<file path="src/rtl/crf_pkg.sv">
package crf_pkg;
  localparam int XLEN  = 32;
  localparam int NUM_W = 4;

  localparam logic [NUM_W-1:0] RN_STATUS = 4'd0;
  localparam logic [NUM_W-1:0] RN_COND   = 4'd1;
  localparam logic [NUM_W-1:0] RN_ISTACK = 4'd2;
  localparam logic [NUM_W-1:0] RN_USTACK = 4'd3;
  localparam logic [NUM_W-1:0] RN_SCR0   = 4'd4;
  localparam logic [NUM_W-1:0] RN_SCR1   = 4'd5;
  localparam logic [NUM_W-1:0] RN_SPC    = 4'd6;
  localparam logic [NUM_W-1:0] RN_BB     = 4'd7;
  localparam logic [NUM_W-1:0] RN_BBPC   = 4'd8;

  localparam logic [7:0] BACKUP_MASK = 8'hC1;
  localparam logic [7:0] CUR_MASK    = 8'hC0;
  localparam int         SM_BIT      = 7;

  // plain storage slots
  localparam int NSLOT   = 4;
  localparam int SL_SPC  = 0;
  localparam int SL_BBPC = 1;
  localparam int SL_SCR0 = 2;
  localparam int SL_SCR1 = 3;
endpackage

</file>
<file path="src/rtl/crf_status.sv">
module crf_status
  import crf_pkg::*;
(
  input  logic            clk,
  input  logic            rst_n,
  input  logic            wr_status,
  input  logic            wr_cond,
  input  logic            wr_bb,
  input  logic [XLEN-1:0] wdata,
  output logic [7:0]      cur_byte,
  output logic [7:0]      bak_byte,
  output logic [7:0]      bb_byte,
  output logic            cond
);
  always_ff @(posedge clk or negedge rst_n) begin
    if (!rst_n) begin
      cur_byte <= '0;
      bak_byte <= '0;
      bb_byte  <= '0;
      cond     <= 1'b0;
    end else begin
      if (wr_status) begin
        cur_byte <= wdata[7:0];
        bak_byte <= wdata[15:8];
      end
      if (wr_status || wr_cond) cond <= wdata[0];
      if (wr_bb) bb_byte <= wdata[7:0];
    end
  end

  p_status_load_r3: assert property (@(posedge clk) disable iff (!rst_n)
    wr_status |=> (bak_byte == $past(wdata[15:8])) && (cur_byte == $past(wdata[7:0]))
                  && (cond == $past(wdata[0])));
  p_cond_only_r4: assert property (@(posedge clk) disable iff (!rst_n)
    (wr_cond && !wr_status) |=> $stable(cur_byte) && $stable(bak_byte) && $stable(bb_byte));
endmodule

</file>
<file path="src/rtl/crf_stack_bank.sv">
module crf_stack_bank
  import crf_pkg::*;
(
  input  logic            clk,
  input  logic            rst_n,
  input  logic            sm,
  input  logic            flip,
  input  logic            istk_wr,
  input  logic            ustk_wr,
  input  logic [XLEN-1:0] wdata,
  input  logic            sp_we,
  input  logic [XLEN-1:0] sp_wdata,
  output logic [XLEN-1:0] live_sp,
  output logic [XLEN-1:0] istk_view,
  output logic [XLEN-1:0] ustk_view
);
  logic [XLEN-1:0] islot, uslot;
  logic            live_by_cr;

  assign live_by_cr = flip || (istk_wr && !sm) || (ustk_wr && sm);
  assign istk_view  = sm ? islot : live_sp;
  assign ustk_view  = sm ? live_sp : uslot;

  always_ff @(posedge clk or negedge rst_n) begin
    if (!rst_n) begin
      live_sp <= '0;
      islot   <= '0;
      uslot   <= '0;
    end else if (flip) begin
      if (!sm) begin
        islot   <= live_sp;
        live_sp <= uslot;
      end else begin
        uslot   <= live_sp;
        live_sp <= islot;
      end
    end else begin
      if (istk_wr) begin
        if (sm) islot <= wdata;
        else    live_sp <= wdata;
      end
      if (ustk_wr) begin
        if (sm) live_sp <= wdata;
        else    uslot <= wdata;
      end
      if (sp_we && !live_by_cr) live_sp <= sp_wdata;
    end
  end

  p_swap_up_r5: assert property (@(posedge clk) disable iff (!rst_n)
    (flip && !sm) |=> (live_sp == $past(uslot)) && (islot == $past(live_sp)));
  p_swap_down_r6: assert property (@(posedge clk) disable iff (!rst_n)
    (flip && sm) |=> (live_sp == $past(islot)) && (uslot == $past(live_sp)));
  p_port_prio_r12: assert property (@(posedge clk) disable iff (!rst_n)
    (!flip && istk_wr && !sm && sp_we) |=> live_sp == $past(wdata));
endmodule

</file>
<file path="src/rtl/crf_plain_store.sv">
module crf_plain_store
  import crf_pkg::*;
#(
  parameter int N = NSLOT
)(
  input  logic            clk,
  input  logic            rst_n,
  input  logic [N-1:0]    we,
  input  logic [XLEN-1:0] wdata,
  output logic [XLEN-1:0] q [N]
);
  for (genvar i = 0; i < N; i++) begin : g_slot
    always_ff @(posedge clk or negedge rst_n) begin
      if (!rst_n)     q[i] <= '0;
      else if (we[i]) q[i] <= wdata;
    end

    p_hold_r10: assert property (@(posedge clk) disable iff (!rst_n)
      !we[i] |=> $stable(q[i]));
  end
endmodule

</file>
<file path="src/rtl/ctl_regfile_banked.sv">
module ctl_regfile_banked
  import crf_pkg::*;
(
  input  logic             clk,
  input  logic             rst_n,
  input  logic [NUM_W-1:0] cr_num,
  input  logic             cr_we,
  input  logic [XLEN-1:0]  cr_wdata,
  output logic [XLEN-1:0]  cr_rdata,
  input  logic             sp_we,
  input  logic [XLEN-1:0]  sp_wdata,
  output logic [XLEN-1:0]  sp_rdata
);
  logic [7:0]      cur_byte, bak_byte, bb_byte;
  logic            cond, sm, flip;
  logic            wr_status, wr_cond, wr_bb, istk_wr, ustk_wr;
  logic [NSLOT-1:0] slot_we;
  logic [XLEN-1:0] slot_q [NSLOT];
  logic [XLEN-1:0] istk_view, ustk_view;

  assign wr_status = cr_we && (cr_num == RN_STATUS);
  assign wr_cond   = cr_we && (cr_num == RN_COND);
  assign wr_bb     = cr_we && (cr_num == RN_BB);
  assign istk_wr   = cr_we && (cr_num == RN_ISTACK);
  assign ustk_wr   = cr_we && (cr_num == RN_USTACK);
  assign sm        = cur_byte[SM_BIT];
  assign flip      = wr_status && (cr_wdata[SM_BIT] != sm);

  always_comb begin
    slot_we          = '0;
    slot_we[SL_SPC]  = cr_we && (cr_num == RN_SPC);
    slot_we[SL_BBPC] = cr_we && (cr_num == RN_BBPC);
    slot_we[SL_SCR0] = cr_we && (cr_num == RN_SCR0);
    slot_we[SL_SCR1] = cr_we && (cr_num == RN_SCR1);
  end

  crf_status u_status (
    .clk, .rst_n, .wr_status, .wr_cond, .wr_bb, .wdata(cr_wdata),
    .cur_byte, .bak_byte, .bb_byte, .cond
  );

  crf_stack_bank u_stack (
    .clk, .rst_n, .sm, .flip, .istk_wr, .ustk_wr, .wdata(cr_wdata),
    .sp_we, .sp_wdata, .live_sp(sp_rdata), .istk_view, .ustk_view
  );

  crf_plain_store #(.N(NSLOT)) u_store (
    .clk, .rst_n, .we(slot_we), .wdata(cr_wdata), .q(slot_q)
  );

  always_comb begin
    cr_rdata = '0;
    unique case (cr_num)
      RN_STATUS: cr_rdata[15:0] = {bak_byte & BACKUP_MASK, (cur_byte & CUR_MASK) | {7'd0, cond}};
      RN_COND:   cr_rdata[0]    = cond;
      RN_ISTACK: cr_rdata       = istk_view;
      RN_USTACK: cr_rdata       = ustk_view;
      RN_SCR0:   cr_rdata       = slot_q[SL_SCR0];
      RN_SCR1:   cr_rdata       = slot_q[SL_SCR1];
      RN_SPC:    cr_rdata       = {slot_q[SL_SPC][XLEN-1:1], 1'b0};
      RN_BB:     cr_rdata[7:0]  = bb_byte & BACKUP_MASK;
      RN_BBPC:   cr_rdata       = {slot_q[SL_BBPC][XLEN-1:1], 1'b0};
      default:   cr_rdata       = '0;
    endcase
  end

  p_keep_on_unassigned_r10: assert property (@(posedge clk) disable iff (!rst_n)
    (cr_we && cr_num > RN_BBPC && !sp_we) |=> $stable(sp_rdata) && $stable(cond));
  p_mode_hold_r7: assert property (@(posedge clk) disable iff (!rst_n)
    (!wr_status) |=> $stable(sm));
endmodule

</file>
<file path="config.mk">
export PLATFORM = sky130hd
export DESIGN_NAME = ctl_regfile_banked
export DESIGN_NICKNAME = d
export VERILOG_FILES = /design/src/rtl/crf_pkg.sv /design/src/rtl/crf_status.sv /design/src/rtl/crf_stack_bank.sv /design/src/rtl/crf_plain_store.sv /design/src/rtl/ctl_regfile_banked.sv
export SDC_FILE = /design/constraint.sdc
export NUM_CORES = 1
export LEC_CHECK = 0
export ABC_AREA = 1
export CAP_MARGIN = 5
export CELL_PAD_IN_SITES_DETAIL_PLACEMENT = 1
export CELL_PAD_IN_SITES_GLOBAL_PLACEMENT = 1
export CORE_ASPECT_RATIO = 1.75
export CORE_MARGIN = 1
export CORE_UTILIZATION = 41
export DETAILED_ROUTE_END_ITERATION = 12
export MAX_ROUTING_LAYER = met4
export PLACE_DENSITY = 0.84
export SETUP_SLACK_MARGIN = 0.02
export SYNTH_ARGS = -nofsm -noshare
export SYNTH_HDL_FRONTEND = slang
export SYNTH_SLANG_ARGS = --single-unit
</file>
<file path="constraint.sdc">
create_clock -name clk -period 2.4 [get_ports clk]
set_input_delay 0.6 -clock clk [delete_from_list [all_inputs] [get_ports clk]]
set_output_delay 0.6 -clock clk [all_outputs]
set_load 0.005 [all_outputs]
</file>
==> flow_metrics.py, run 1 <==
metrics = {
    "clocking": {
        "library_cell_used_as_clock_root_buffer": "sky130_fd_sc_hd__clkbuf_16",
        "clk_path_buf_depth": 3,
        "numCtsBuffers": 24,
        "cts.sinks": 231,
        "clock_h_tree_levels": 1,
    },
    "logic_synthesis": {
        "synth_seq_area_share_pct": 45.79,
        "post_synth_instance_area_um2": 12620,
        "ys_warn_count": 0,
        "synth_top_family_by_area": "simple AND/OR/NAND/NOR gates",
        "synth_top_cells_by_count": "sky130_fd_sc_hd__nand2_1, sky130_fd_sc_hd__dfrtp_1, sky130_fd_sc_hd__o21ai_0",
        "asyncSetResetFlopFracSynth_pct": 100.0,
        "yosys_most_used_dff": "sky130_fd_sc_hd__dfrtp_1",
        "postSynthRegisterBits": 231,
        "synth_simple_gate_area_share_pct": 31.23,
        "synth-adder-area-share_pct": 0,
        "synth_largest_type_area_fraction_pct": 45.79,
        "syn_nets": 1868,
        "syn_area_per_cell_um2": 7.029,
        "number_of_flops_mapped_to_enable_cells_by_yosys": 0,
        "synth_most_common_cell": "sky130_fd_sc_hd__nand2_1",
        "largest_cells_by_area_after_synthesis": "sky130_fd_sc_hd__dfrtp_1, sky130_fd_sc_hd__nand2_1, sky130_fd_sc_hd__o21ai_0",
        "synth.largest_area_cell": "sky130_fd_sc_hd__dfrtp_1",
        "yosys.area_share.xor_xnor_pct": 0,
        "synthMuxAreaShare_pct": 0,
        "synth-compound-area-share_pct": 14.97,
        "synthCells": 1796,
        "synth_cell_types": 36,
    },
    "timing": {
        "worstEndpointGrtRepair": "cr_rdata[13]",
        "worstEpCategory": "output port",
    },
    "floorplan": {
        "die_y_um": 234.1,
        "initial_utilization_pct": 41.85,
        "rows": 84,
        "floorplan.io_pins": 136,
        "die_wd_um": 134.6,
    },
    "global_route": {
        "largest_net_degree_at_the_start_of_global_routing": 70,
        "gr-total-overflow": 214,
        "groute.usage.overall_pct": 75.53,
    },
    "placed_design": {
        "finalWeightedCongestion": 0.9355,
        "numPortBuffers": 135,
        "detailed_place_hpwl_um": 39560,
        "placement.cell_area_um2": 15770,
    },
    "outcome": {
        "stop_error": "[ERROR GRT-0232] Routing congestion too high. Check the congestion heatmap in the GUI.",
        "run_status": "did not finish",
        "stop_stage": "5_1_grt",
    },
}
layer usage:
metal	global-route usage, %	overflow
met5	-	-
met4	77.49	70
met3	51.82	3
met2	93.77	139
met1	74.26	2
cell families after synthesis:
logic type	count (synthesis)
DFF	231
buffers and inverters	236
AOI/OAI and AO/OA	352
and+or+nand+nor	977
stage by stage:
stage	worst slack [ns]	hold slack [ns]	TNS, ns	std cells
after CTS	-0.5313	0.02511	-13.14	2533
after detailed placement	-0.9389	0.4707	-77.60	2404
after global placement	-0.8506	0.4601	-69.36	2404
after floorplan	0.1920	0.3044	0	1796
timing repair:
| item | 4_1_cts |
|---|---|
| gates resized for setup | 468 |
| pin swaps | 85 |
| setup buffers | 93 |
| endpoints found under the setup margin | 96 |
| gates cloned | 10 |
| hold buffers | 0 |
==> run 2, diff against run 1 <==
Settings changed: CELL_PAD_IN_SITES_DETAIL_PLACEMENT 1 to default, CELL_PAD_IN_SITES_GLOBAL_PLACEMENT 1 to default, CORE_ASPECT_RATIO 1.75 to default, CORE_UTILIZATION 41 to 32, MAX_ROUTING_LAYER met4 to default, PLACE_DENSITY 0.84 to default, PLACE_DENSITY_LB_ADDON from default to 0.15, SETUP_SLACK_MARGIN 0.02 to default.
==> flow_metrics.py, run 2 <==
metrics = {
    "logic_synthesis": {
        "asyncSetResetFlopFracSynth_pct": 100.0,
        "number_of_flops_mapped_to_enable_cells_by_yosys": 0,
        "synth_most_common_cell": "sky130_fd_sc_hd__nand2_1",
        "post_synth_instance_area_um2": 12620,
        "synth.largest_area_cell": "sky130_fd_sc_hd__dfrtp_1",
        "synthMuxAreaShare_pct": 0,
        "yosys_most_used_dff": "sky130_fd_sc_hd__dfrtp_1",
        "postSynthRegisterBits": 231,
        "synth_top_family_by_area": "simple AND/OR/NAND/NOR gates",
        "synth_seq_area_share_pct": 45.79,
        "synth_cell_types": 36,
        "ys_warn_count": 0,
        "synth_largest_type_area_fraction_pct": 45.79,
        "synth_top_cells_by_count": "sky130_fd_sc_hd__nand2_1, sky130_fd_sc_hd__dfrtp_1, sky130_fd_sc_hd__o21ai_0",
        "largest_cells_by_area_after_synthesis": "sky130_fd_sc_hd__dfrtp_1, sky130_fd_sc_hd__nand2_1, sky130_fd_sc_hd__o21ai_0",
        "synthCells": 1796,
        "synth-adder-area-share_pct": 0,
        "synth-compound-area-share_pct": 14.97,
        "syn_nets": 1868,
        "syn_area_per_cell_um2": 7.029,
        "yosys.area_share.xor_xnor_pct": 0,
        "synth_simple_gate_area_share_pct": 31.23,
    },
    "final_layout": {
        "layout_common_cells": "sky130_fd_sc_hd__nand2_1, sky130_fd_sc_hd__dfrtp_1, sky130_fd_sc_hd__o21ai_0",
        "largest_register_ffs": 126,
        "largest_register_by_flop_count": "u_store.q",
        "fin_nets": 2164,
        "areaGrowthSynthToFinish_pct": 44.82,
        "mostFrequentLayoutCell": "sky130_fd_sc_hd__nand2_1",
        "layout-drive-gt1-share_pct": 24.03,
        "antenna_cells": 0,
        "layoutNonFillerInstCount": 2628,
    },
    "routing": {
        "detail_route.wirelength_um": 49510,
        "drc": 0,
        "drt_iter0_drc": 905,
        "drt_pre_antenna_iters": 7,
        "post_drt_wl_per_cell_um": 18.84,
        "drt.antenna.violating_nets": 0,
        "detailed_route_vias_per_instance": 5.040,
        "vias": 13250,
    },
    "placed_design": {
        "finalWeightedCongestion": 0.8821,
        "detailed_place_hpwl_um": 33560,
        "place.detailed.instances": 2529,
        "numPortBuffers": 135,
    },
    "clocking": {
        "clk_latency_ns": 0.55,
        "cts.sinks": 231,
        "cts_hold_repair.buffers": 0,
        "clk_path_buf_depth": 3,
        "clock_h_tree_levels": 1,
        "cts.clk_slew.worst_paths_ns": 0.06,
        "library_cell_used_as_clock_root_buffer": "sky130_fd_sc_hd__clkbuf_16",
        "cts_tree": "built",
        "numCtsBuffers": 27,
    },
    "floorplan": {
        "core_um2": 38740,
        "die_wd_um": 200.6,
        "floorplan.io_pins": 136,
        "rows": 72,
        "initial_utilization_pct": 32.59,
        "die_area_um2": 40250,
        "die_y_um": 200.6,
    },
    "timing": {
        "fin_setup_tns_ns": -9.296,
        "finalMaxSlewViolations": 0,
        "fin_worst_hold_slack_ns": 0.01987,
        "unrepaired_setup_endpoints_after_global_routing": "yes",
        "hold_viol_final": 0,
        "clock-skew-final_ns": 0.01300,
        "worst_slew_margin_rel_pct": 60.50,
        "timing.fmax_mhz": 356.3,
        "min_period_over_period_pct": 116.9,
        "min_period_ns": 2.807,
        "finalWorstSetupSlack_ns": -0.4067,
        "final_report_setup_violation_count": 32,
        "worst_margin_slew_ns": 0.5925,
    },
    "global_route": {
        "grt_pass1_vias": 13350,
        "gr-total-overflow": 0,
        "number_of_antenna_violations_at_the_first_check_in_global_routing": 0,
        "largest_net_degree_at_the_start_of_global_routing": 65,
        "grt_pass1_wl_um": 76890,
        "groute.usage.overall_pct": 24.36,
    },
    "power": {
        "irDropWorstVdd_mv": 0.5017,
        "power_per_cell_area_nw_per_um2": 781.7,
        "total_leakage_power_uw": 0.009071,
    },
    "critical_path": {
        "start_kind": "flip-flop",
        "critPathCaptureType": "primary output",
        "worstPathMaxFanout": 7,
        "timing.setup.critical_path_class": "reg -> out",
        "worst_ep_arrival_time_ns": 2.21,
        "wp_data_required_ns": 1.80,
    },
    "job": {
        "drv.max_cap_violation_count": 0,
    },
    "outcome": {
        "run_status": "finished with violations",
        "failed_checks": "setup timing",
    },
    "min_path": {
        "min_path_type": "in -> async",
    },
}
-- run 2: worst paths after layout --
path                            cells after the start                             to  slack (ns)                        startpoint
worst max-delay path                               10                   cr_rdata[31]       -0.41  u_status.cur_byte[7]$_DFFE_PN0P_
worst min-delay path                                1   u_stack.live_sp[5]$_DFF_PN0_        0.02                             rst_n
worst max register to register                      9  u_stack.uslot[30]$_DFFE_PN0P_        0.27  u_status.cur_byte[7]$_DFFE_PN0P_
worst min register to register                      2      u_store.q[55]$_DFFE_PN0P_        0.48         u_store.q[55]$_DFFE_PN0P_
max in group asynchronous                           2      u_store.q[94]$_DFFE_PN0P_        1.68                             rst_n
min in group clk                                    2      u_store.q[55]$_DFFE_PN0P_        0.48         u_store.q[55]$_DFFE_PN0P_
-- run 2: cells by family after synthesis --
| family | after synthesis |
|---|---|
| AO/OA/AOI/OAI | 352 |
| AND/OR/NAND/NOR | 977 |
| flip-flops | 231 |
| buffers and inverters | 236 |
-- run 2: power by group --
part | switching [uW] | internal, uW | leakage, uW
sequential | 620 | 4750 | 0.00288
combinational | 2280 | 2210 | 0.00572
clock | 1730 | 2700 | 0.000462
total | 4630 | 9660 | 0.00907
-- run 2: per-layer routing --
metal,track usage [%],vias to the layer above,part of all wire (%)
li1,-,6382,-
met1,32.52,6363,44
met2,41.20,403,48
met3,2.630,97,4.6
met4,7.933,0,3.4
met5,0,-,0
-- run 2: layout make-up --
cell class | instances | area, um2
Inverter | 124 | 473.0
Sequential cell | 231 | 5784
Timing Repair Buffer | 379 | 3825
Multi-Input combinational cell | 1329 | 6618
Clock inverter | 8 | 143.9
Clock buffer | 39 | 790.8
Fill cell | 3887 | 20450
Tap cell | 518 | 648.1
-- run 2: what timing repair did --
action / 4_1_cts / 5_1_grt
gates cloned: 5 / 3
pin swaps: 55 / 64
gates resized for setup: 305 / 127
endpoints found under the setup margin: 32 / 32
setup buffers: 32 / 20
endpoints found under the hold margin: 0 / 0
-- run 2: through the flow --
step | util (%) | cell area, um2 | setup WS [ns] | total power, uW
after floorplan | - | 12620 | 0.1920 | 6941
final | 47.20 | 18280 | -0.4067 | 14290
after CTS | 45.80 | 17740 | -0.4645 | 13900
after global placement | 41.43 | 16050 | -1.006 | 8718
after detailed placement | 41.43 | 16050 | -1.031 | 8789
after global routing | 47.20 | 18280 | -0.4872 | 15080
-- run 2: worst max-delay path, stage by stage (launching register included) --
cell                      delay (ns)
sky130_fd_sc_hd__dfrtp_4        0.56
sky130_fd_sc_hd__buf_8          0.18
sky130_fd_sc_hd__buf_12         0.15
sky130_fd_sc_hd__nand2_4        0.05
sky130_fd_sc_hd__inv_2          0.04
sky130_fd_sc_hd__a21oi_2        0.11
sky130_fd_sc_hd__buf_6          0.13
sky130_fd_sc_hd__o21ai_2        0.05
sky130_fd_sc_hd__nor2_1         0.10
sky130_fd_sc_hd__nand3_1        0.14
sky130_fd_sc_hd__buf_2          0.16
No activity file was read; power rests on OpenSTA's default activity.
==> run 3, diff against run 2 <==
Settings changed: CORE_UTILIZATION 32 to 41, SKIP_CTS_REPAIR_TIMING from default to 1.
==> flow_metrics.py, run 3 (synthesis results as in run 2) <==
metrics = {
    "floorplan": {
        "floorplan.io_pins": 136,
        "die_area_um2": 31500,
        "die_y_um": 177.5,
        "rows": 63,
        "die_wd_um": 177.5,
        "core_um2": 29950,
        "initial_utilization_pct": 42.15,
    },
    "timing": {
        "hold_viol_final": 0,
        "worst_slew_margin_rel_pct": 70.95,
        "clock-skew-final_ns": 0.02301,
        "unrepaired_setup_endpoints_after_global_routing": "yes",
        "final_report_setup_violation_count": 32,
        "finalMaxSlewViolations": 0,
        "finalWorstSetupSlack_ns": -0.4600,
        "timing.fmax_mhz": 349.6,
        "fin_setup_tns_ns": -9.881,
        "worst_margin_slew_ns": 0.4357,
        "min_period_ns": 2.860,
        "min_period_over_period_pct": 119.2,
    },
    "routing": {
        "detail_route.wirelength_um": 46070,
        "drt_pre_antenna_iters": 5,
        "drc": 0,
        "drt.antenna.violating_nets": 0,
        "detailed_route_vias_per_instance": 5.414,
        "post_drt_wl_per_cell_um": 18.58,
        "drt_iter0_drc": 1150,
        "vias": 13430,
    },
    "final_layout": {
        "layout_common_cells": "sky130_fd_sc_hd__nand2_1, sky130_fd_sc_hd__dfrtp_1, sky130_fd_sc_hd__o21ai_0",
        "largest_register_ffs": 126,
        "layout-drive-gt1-share_pct": 21.91,
        "post-route-cell-area_um2": 17800,
        "antenna_cells": 0,
        "areaGrowthSynthToFinish_pct": 41.00,
        "finalCoreUtilization_pct": 59.43,
        "fin_nets": 2143,
        "mostFrequentLayoutCell": "sky130_fd_sc_hd__nand2_1",
        "largest_register_by_flop_count": "u_store.q",
    },
    "outcome": {
        "run_status": "finished with violations",
        "failed_checks": "setup timing",
    },
    "placed_design": {
        "numPortBuffers": 135,
        "placement.cell_area_um2": 15690,
        "detailed_place_hpwl_um": 29780,
        "finalWeightedCongestion": 0.8904,
    },
    "critical_path": {
        "max_stage_delay_ns": 0.52,
        "critical-path-slowest-cell": "sky130_fd_sc_hd__dfrtp_4",
        "critPathCaptureType": "primary output",
        "worstPathMaxFanout": 5,
        "setup.reg_to_reg.worst_slack_ns": 0.05,
        "start_kind": "flip-flop",
        "timing.setup.critical_path_class": "reg -> out",
        "worst_r2r_path_depth": 16,
        "sequence_of_cells_on_the_critical_path": "buf_12 > clkbuf_16 > buf_8 > nand2_2 > inv_2 > a21oi_2 > buf_4 > o21ai_2 > nor2_1 > nand3_1 > clkbuf_2",
        "worst_ep_arrival_time_ns": 2.26,
        "wp_data_required_ns": 1.80,
    },
    "global_route": {
        "gr-total-overflow": 0,
        "grt_pass1_wl_um": 68110,
        "groute.usage.overall_pct": 27.79,
        "grt_pass1_vias": 12520,
        "largest_net_degree_at_the_start_of_global_routing": 74,
        "number_of_antenna_violations_at_the_first_check_in_global_routing": 0,
    },
    "clocking": {
        "clk_path_buf_depth": 3,
        "cts.clk_slew.worst_paths_ns": 0.06,
        "numCtsBuffers": 27,
        "library_cell_used_as_clock_root_buffer": "sky130_fd_sc_hd__clkbuf_16",
        "cts.sinks": 231,
        "clock_h_tree_levels": 1,
        "cts_tree": "built",
        "clk_latency_ns": 0.55,
    },
    "job": {
        "drv.max_cap_violation_count": 0,
    },
    "power": {
        "report.power.total_uw": 13880,
        "total_leakage_power_uw": 0.008980,
        "irDropWorstVdd_mv": 0.5930,
        "power_per_cell_area_nw_per_um2": 779.7,
    },
    "min_path": {
        "min_path_type": "reg -> reg",
        "timing.hold.worst_path_depth": 2,
    },
}
## run 3: cell count changes in the layout (fill, tap and decap cells not counted), sizes merged
cell          previous run  this run
buf                    271       232
clkbuf                  50        62
dlymetal6s2s             0         5
clkinv                   5         8
bufinv                   4         2
dlygate4sd3              0         1
## run 3: routing by layer
layer / global-route usage [%] / vias to the layer above / wire length, um
met5: 0 / - / 0
met4: 8.903 / 0 / 1551
met3: 3.985 / 101 / 2923
met2: 47.53 / 537 / 22190
met1: 36.08 / 6457 / 19400
li1: - / 6331 / -
## run 3: final timing paths
kind,from,end
max,u_status.cur_byte[7]$_DFFE_PN0P_,cr_rdata[16]
min,u_store.q[81]$_DFFE_PN0P_,u_store.q[81]$_DFFE_PN0P_
max reg2reg,u_status.cur_byte[7]$_DFFE_PN0P_,u_stack.live_sp[11]$_DFF_PN0_
min reg2reg,u_store.q[81]$_DFFE_PN0P_,u_store.q[81]$_DFFE_PN0P_
max in group asynchronous,rst_n,u_store.q[123]$_DFFE_PN0P_
min in group asynchronous,rst_n,u_stack.islot[10]$_DFFE_PN0P_
## run 3: layout make-up
| class | count | area (um2) |
|---|---|---|
| repair buffers | 358 | 3670 |
| clock buffers | 39 | 810.8 |
| well taps | 390 | 488.0 |
| multi-input cells | 1329 | 6474 |
| fillers | 2745 | 12150 |
| flip-flops and latches | 231 | 5784 |
| inverters | 124 | 475.5 |
| clock inverters | 9 | 98.84 |
## run 3: worst max-delay path, delay by kind of cell, from the launching register on
kind	cells	cell delay [ns]
buf+inv	6	0.76
flops	1	0.52
simple gates	3	0.30
compound gates	2	0.15
## run 3: power by group
| part | switching (uW) | internal, uW |
|---|---|---|
| clock network | 1680 | 2540 |
| registers | 593 | 4750 |
| logic | 2210 | 2100 |
| total | 4480 | 9400 |
## run 3: metrics by stage
step                      setup slack (ns)  std cells  hold WS [ns]
after CTS                          -0.9928       2431      -0.03304
after global routing               -0.5202       2480        0.4954
after global placement             -0.9865       2383        0.4650
final                              -0.4600       2480        0.4857
after floorplan                     0.1920       1796        0.3044
after detailed placement           -0.9832       2383        0.4648
